<file path="src/rtl/rdprot_pkg.sv">
package rdprot_pkg;
  localparam int REG_W = 32;
  typedef enum logic {CM_IDLE = 1'b0, CM_BUSY = 1'b1} commit_state_t;
endpackage

</file>
<file path="src/rtl/rdprot_mask_store.sv">
module rdprot_mask_store #(
  parameter int BLOCKS = 16
) (
  input  logic              clk,
  input  logic              por,
  input  logic              wr_en,
  input  logic [BLOCKS-1:0] wr_mask,
  input  logic              commit_take,
  output logic [BLOCKS-1:0] live_o
);
  localparam logic [BLOCKS-1:0] FACTORY = '1;

  // live mask and modelled non-volatile copy; the copy is never reset
  logic [BLOCKS-1:0] live_q  = FACTORY;
  logic [BLOCKS-1:0] store_q = FACTORY;

  always_ff @(posedge clk) begin
    if (por)        live_q <= store_q;
    else if (wr_en) live_q <= live_q & wr_mask;
  end

  always_ff @(posedge clk) begin
    if (commit_take) store_q <= live_q;
  end

  assign live_o = live_q;

  logic past_ok_q = 1'b0;
  always_ff @(posedge clk) past_ok_q <= 1'b1;

  assert_clear_only_R2: assert property (@(posedge clk) disable iff (por)
    (past_ok_q && !$past(por)) |-> ((live_q & ~$past(live_q)) == '0));
  assert_reload_R4: assert property (@(posedge clk)
    (past_ok_q && $past(por)) |-> (live_q == $past(store_q)));
  assert_commit_copy_R5: assert property (@(posedge clk)
    (past_ok_q && $past(commit_take)) |-> (store_q == $past(live_q)));
  assert_store_hold_R6: assert property (@(posedge clk)
    (past_ok_q && !$past(commit_take)) |-> $stable(store_q));
endmodule

</file>
<file path="src/rtl/rdprot_commit_ctl.sv">
module rdprot_commit_ctl
  import rdprot_pkg::*;
(
  input  logic clk,
  input  logic rst,
  input  logic por,
  input  logic req,
  output logic take_o,
  output logic busy_o,
  output logic done_o
);
  commit_state_t state_q;
  logic          done_q;

  assign take_o = req && (state_q == CM_IDLE) && !rst && !por;

  always_ff @(posedge clk) begin
    if (rst || por) begin
      state_q <= CM_IDLE;
      done_q  <= 1'b0;
    end else begin
      done_q  <= (state_q == CM_BUSY);
      state_q <= take_o ? CM_BUSY : CM_IDLE;
    end
  end

  assign busy_o = (state_q == CM_BUSY);
  assign done_o = done_q;

  assert_busy_one_cycle_R5: assert property (@(posedge clk) disable iff (rst || por)
    busy_o |=> (!busy_o && done_o));
  assert_done_pulse_R5: assert property (@(posedge clk) disable iff (rst || por)
    done_o |=> !done_o);
  assert_idle_req_starts_R5: assert property (@(posedge clk) disable iff (rst || por)
    (req && !busy_o) |=> busy_o);
endmodule

</file>
<file path="src/rtl/rdprot_addr_check.sv">
module rdprot_addr_check #(
  parameter int BLOCKS   = 16,
  parameter int BLK_LOG2 = 11,
  parameter int ADDR_W   = 16
) (
  input  logic              clk,
  input  logic              rst,
  input  logic              por,
  input  logic [ADDR_W-1:0] addr,
  input  logic [BLOCKS-1:0] live,
  output logic              ok_o
);
  localparam int IDX_W = $clog2(BLOCKS);
  localparam logic [ADDR_W:0] LIMIT = (ADDR_W+1)'(BLOCKS) << BLK_LOG2;

  logic             in_range;
  logic [IDX_W-1:0] idx;
  logic             ok_q;

  assign in_range = {1'b0, addr} < LIMIT;
  assign idx      = addr[BLK_LOG2 +: IDX_W];

  always_ff @(posedge clk) begin
    if (rst || por) ok_q <= 1'b0;
    else            ok_q <= in_range && live[idx];
  end

  assign ok_o = ok_q;

  assert_out_of_range_R8: assert property (@(posedge clk) disable iff (rst || por)
    ({1'b0, addr} >= LIMIT) |=> !ok_o);
endmodule

</file>
<file path="src/rtl/flash_rdprot_guard.sv">
module flash_rdprot_guard
  import rdprot_pkg::*;
#(
  parameter int BLOCKS   = 16,
  parameter int BLK_LOG2 = 11,
  parameter int ADDR_W   = 16
) (
  input  logic             clk,
  input  logic             rst,
  input  logic             por,
  input  logic             bus_wr_en,
  input  logic [REG_W-1:0] bus_wr_data,
  output logic [REG_W-1:0] bus_rd_data,
  input  logic             commit_req,
  output logic             commit_busy,
  output logic             commit_done,
  input  logic [ADDR_W-1:0] chk_addr,
  output logic             chk_addr_ok
);
  localparam int PAD_W = REG_W - 1 - BLOCKS;

  logic [BLOCKS-1:0] live;
  logic              take;
  logic              wr_unused_hi;

  assign wr_unused_hi = ^bus_wr_data[REG_W-1:BLOCKS];

  rdprot_commit_ctl u_ctl (
    .clk(clk), .rst(rst), .por(por), .req(commit_req),
    .take_o(take), .busy_o(commit_busy), .done_o(commit_done)
  );

  rdprot_mask_store #(.BLOCKS(BLOCKS)) u_mask (
    .clk(clk), .por(por), .wr_en(bus_wr_en && !por),
    .wr_mask(bus_wr_data[BLOCKS-1:0]), .commit_take(take), .live_o(live)
  );

  rdprot_addr_check #(.BLOCKS(BLOCKS), .BLK_LOG2(BLK_LOG2), .ADDR_W(ADDR_W)) u_chk (
    .clk(clk), .rst(rst), .por(por), .addr(chk_addr), .live(live), .ok_o(chk_addr_ok)
  );

  // top bit fixed high, middle bits fixed low
  assign bus_rd_data = {1'b1, {PAD_W{1'b0}}, live};

  assert_view_fixed_R3: assert property (@(posedge clk)
    bus_rd_data[REG_W-1] && (bus_rd_data[REG_W-2:BLOCKS] == '0));
endmodule

</file>
<file path="config.mk">
export PLATFORM = sky130hd
export DESIGN_NAME = flash_rdprot_guard
export DESIGN_NICKNAME = d
export VERILOG_FILES = /design/src/rtl/rdprot_pkg.sv /design/src/rtl/rdprot_mask_store.sv /design/src/rtl/rdprot_commit_ctl.sv /design/src/rtl/rdprot_addr_check.sv /design/src/rtl/flash_rdprot_guard.sv
export SDC_FILE = /design/constraint.sdc
export NUM_CORES = 1
export LEC_CHECK = 0
export CAP_MARGIN = 5
export CORE_MARGIN = 3
export CORE_UTILIZATION = 56
export DETAILED_ROUTE_END_ITERATION = 8
export DONT_BUFFER_PORTS = 1
export PLACE_DENSITY = 0.71
export SLEW_MARGIN = 5
export SYNTH_ARGS = -nofsm -noshare
export SYNTH_HDL_FRONTEND = slang
export SYNTH_SLANG_ARGS = --single-unit
</file>
<file path="constraint.sdc">
create_clock -name clk -period 6.4 [get_ports clk]
set_input_delay 0.32 -clock clk [delete_from_list [all_inputs] [get_ports clk]]
set_output_delay 0.32 -clock clk [all_outputs]
set_load 0.01 [all_outputs]
</file>
==> flow_summary.toml <==
[status]
status = "finished clean"

[sta]
fin_crit_sh_pct = 24.9
max_freq_ghz = 0.628
setup_violations = 0
finalSetupTns_ps = 0
rsz0062_at_grt = "false"
fin_skew_ps = 4.15
layout_min_cycle_time_ps = 1590
finalMaxSlewViolations = 0
hold_viol = 0

[yosys]
yosys.area.top_type_share_pct = 61.8
ys_ff_latch = 35
yosysTopAreaCell = "edfxtp_1"
ys_top_cells_by_area = "edfxtp_1, nand2_1, buf_4"
synth_fa_ha_area_share_pct = 0
syn_area_mm2 = 0.00155
syn_avg_cell_area_um2 = 12.5
yosys_warnings = 0
synth_simple_gate_area_share_pct = 10.6
synth_compound_area_share_pct = 7.73
yosysSeqAreaShare_pct = 65.7
netlist-cell-type-count = 21
synthXorXnorAreaFrac_pct = 0
syn_inst = 124
synth_top_family_by_area = "simple AND/OR/NAND/NOR gates"
synth_mux_area_share_pct = 5.80

[global_routing]
globalRouteTotalUtil_pct = 17.1
antenna_found_initial = 0
met1_usage_pct = 21.3
grt_max_degree = 38
grt_pass1_vias = 866
grt_use_met2_pct = 26.0
grt_overflow = 0
globalRoute.busiestLayer = "met2"
grt_pass1_wl_mm = 4.15
grt_util_met3_pct = 5.48

[hold_path]
hold_depth = 1
hold_class = "in2reg"

[drt]
drc = 0
ant_nets = 0
detail_route.wl_per_cell_um = 17.0
viasPerCell = 5.68
drtIter0Drc = 35
dr_total_vias = 886
drt-pass1-iter-count = 4
totalWireLength_mm = 2.65

[pwr]
p_leak_uw = 0.000573
pwr-share-clk_pct = 26.8
internal_power_uw = 319
power.switching_fraction_pct = 23.5
ir_drop_uv = 179
p_sw_uw = 97.9
seqPwrFrac_pct = 67.3
p_comb_share_pct = 5.9
power.density_mw_per_mm2 = 268

[setup_path]
crit_buf_inv = 0
critPathArrivalTime_ps = 1830
critPathTopFamily = "compound AO/OA/AOI/OAI gates"
worstSetupPathType = "reg2reg"
required_ps = 6640
r2r_cells = 4
path_cells = "mux4_2 -> o22ai_1 -> a311o_1 -> a2111oi_2"
cpPeakStageDelay_ps = 470
crit_fanout = 4
path_depth = 4
crit_path_start_kind = "flip-flop"
slowest_stage = "edfxtp_1"
cp-end-kind = "flip-flop"

[floorplanning]
start_util_pct = 60.5
die_x_um = 58.7
core_area_mm2 = 0.00257
fp.dieArea_mm2 = 0.00344
ioPinCount = 88
rows = 18
die_y_um = 58.7

[cts]
postCtsSetupBuffers = 0
clk_latency_ps = 330
cts_tree = "built"
cts_sinks = 35
htreeDepth = 2
clk_path_buf_depth = 2
post_cts_resized = 0
cts_root_buf = "clkbuf_4"
clk_pin_slew_ps = 100
hold_buffers = 0
numCtsBuffers = 5

[placement]
placed_cells = 148
hpwl_mm = 1.83
place.gp.congestion = 0.734
io_buffers = 0

[final_layout]
drive_above_1_share_pct = 8.73
multi_input_area_um2 = 442
syn2layout_area_growth_pct = 0.403
post-route-util_pct = 60.8
layout.nets = 178
regArea_mm2 = 0.00102
diodes = 0
finalNonFillerCells = 156
fillerInstances = 213

[flow_run]
max-cap-violations = 0
## synth_stat cells
cell type	n
mux4_2	1
mux2i_1	3
nand2_1	33
dfxtp_1	3
a2111oi_2	1
a311o_1	1
buf_6	1
o22ai_1	1
inv_1	1
mux2_2	1
nand3_1	2
or2_2	1
o2111ai_1	1
nor3b_1	1
buf_4	16
clkbuf_1	4
nor4b_1	2
edfxtp_1	32
mux4_1	1
o21ai_0	16
conb_1	2
## layout make-up
cell class | instances | share of cell area, %
clock buffers | 8 | 3.13
inverters | 1 | 0.241
multi-input cells | 81 | 28.3
repair buffers | 1 | 0.481
flip-flops and latches | 35 | 65.4
well taps | 30 | 2.41
## worst register-to-register path, cell delays in order (launching register included)
cell and delay, ps:
edfxtp_1 470, mux4_2 270, o22ai_1 70, a311o_1 340
a2111oi_2 340
## per-stage QoR
stage | cell area [µm²] | hold WS, ps | total power, µW | worst slack, ps
6_report | 1560 | 39.8 | 417 | 4810
5_1_grt | 1560 | 23.1 | 437 | 4630
4_1_cts | 1560 | 25.4 | 422 | 4790
3_5_place_dp | 1510 | 390 | 311 | 4810
3_3_place_gp | 1510 | 391 | 309 | 4830
2_1_floorplan | 1610 | 389 | 314 | 3640
## cells by family (layout without fill, tap and decap cells)
logic type,count (synthesis),in the layout
other,2,16
buffers and inverters,22,10
flip-flops,35,35
AND/OR/NAND/NOR,39,39
multiplexers,6,6
AO/OA/AOI/OAI,20,20
## per-layer routing
layer / routed length [µm] / vias up
met5: 0 / -
met4: 70 / 0
met3: 250 / 8
met2: 1260 / 53
met1: 1070 / 413
li1: - / 412
## worst paths after layout
kind | from | to | slack [ps]
setup / recovery | u_mask.live_o[5] | u_chk.ok_o | 4810
hold / removal | rst | u_chk.ok_o | 40
setup reg to reg | u_mask.live_o[5] | u_chk.ok_o | 4810
hold reg to reg | u_mask.store_q[0] | u_mask.live_o[0] | 530
## layout by cell type, fill, tap and decap left out
| master | n |
|---|---|
| nor4b_1 | 1 |
| mux2i_1 | 3 |
| o21ai_0 | 16 |
| clkbuf_1 | 3 |
| clkbuf_4 | 5 |
| nor3b_1 | 1 |
| nand3_1 | 2 |
| nand2_1 | 33 |
| buf_4 | 1 |
| mux2_2 | 1 |
| or2_2 | 1 |
| nor4b_2 | 1 |
| edfxtp_1 | 32 |
| conb_1 | 16 |
| dfxtp_1 | 3 |
| a311o_1 | 1 |
| mux4_2 | 1 |
| mux4_1 | 1 |
| inv_1 | 1 |
| o22ai_1 | 1 |
| o2111ai_1 | 1 |
| a2111oi_2 | 1 |
## sequential cells by signal, indices dropped and copies added, names as in the netlist
register        count
u_ctl.busy_o        1
u_mask.live_o      16
u_mask.store_q     16
u_ctl.done_o        1
u_chk.ok_o          1
## power groups by stage
stage / Combinational (µW) / Clock (µW) / Sequential (µW)
detailed placement: 24.4 / 0 / 287
global route: 28.2 / 125 / 284
CTS: 24.5 / 116 / 282
global placement: 23.4 / 0 / 286
floorplan: 31.5 / 0 / 282
finish: 24.5 / 112 / 281
Note: power is estimated with default switching activity, not from simulation.
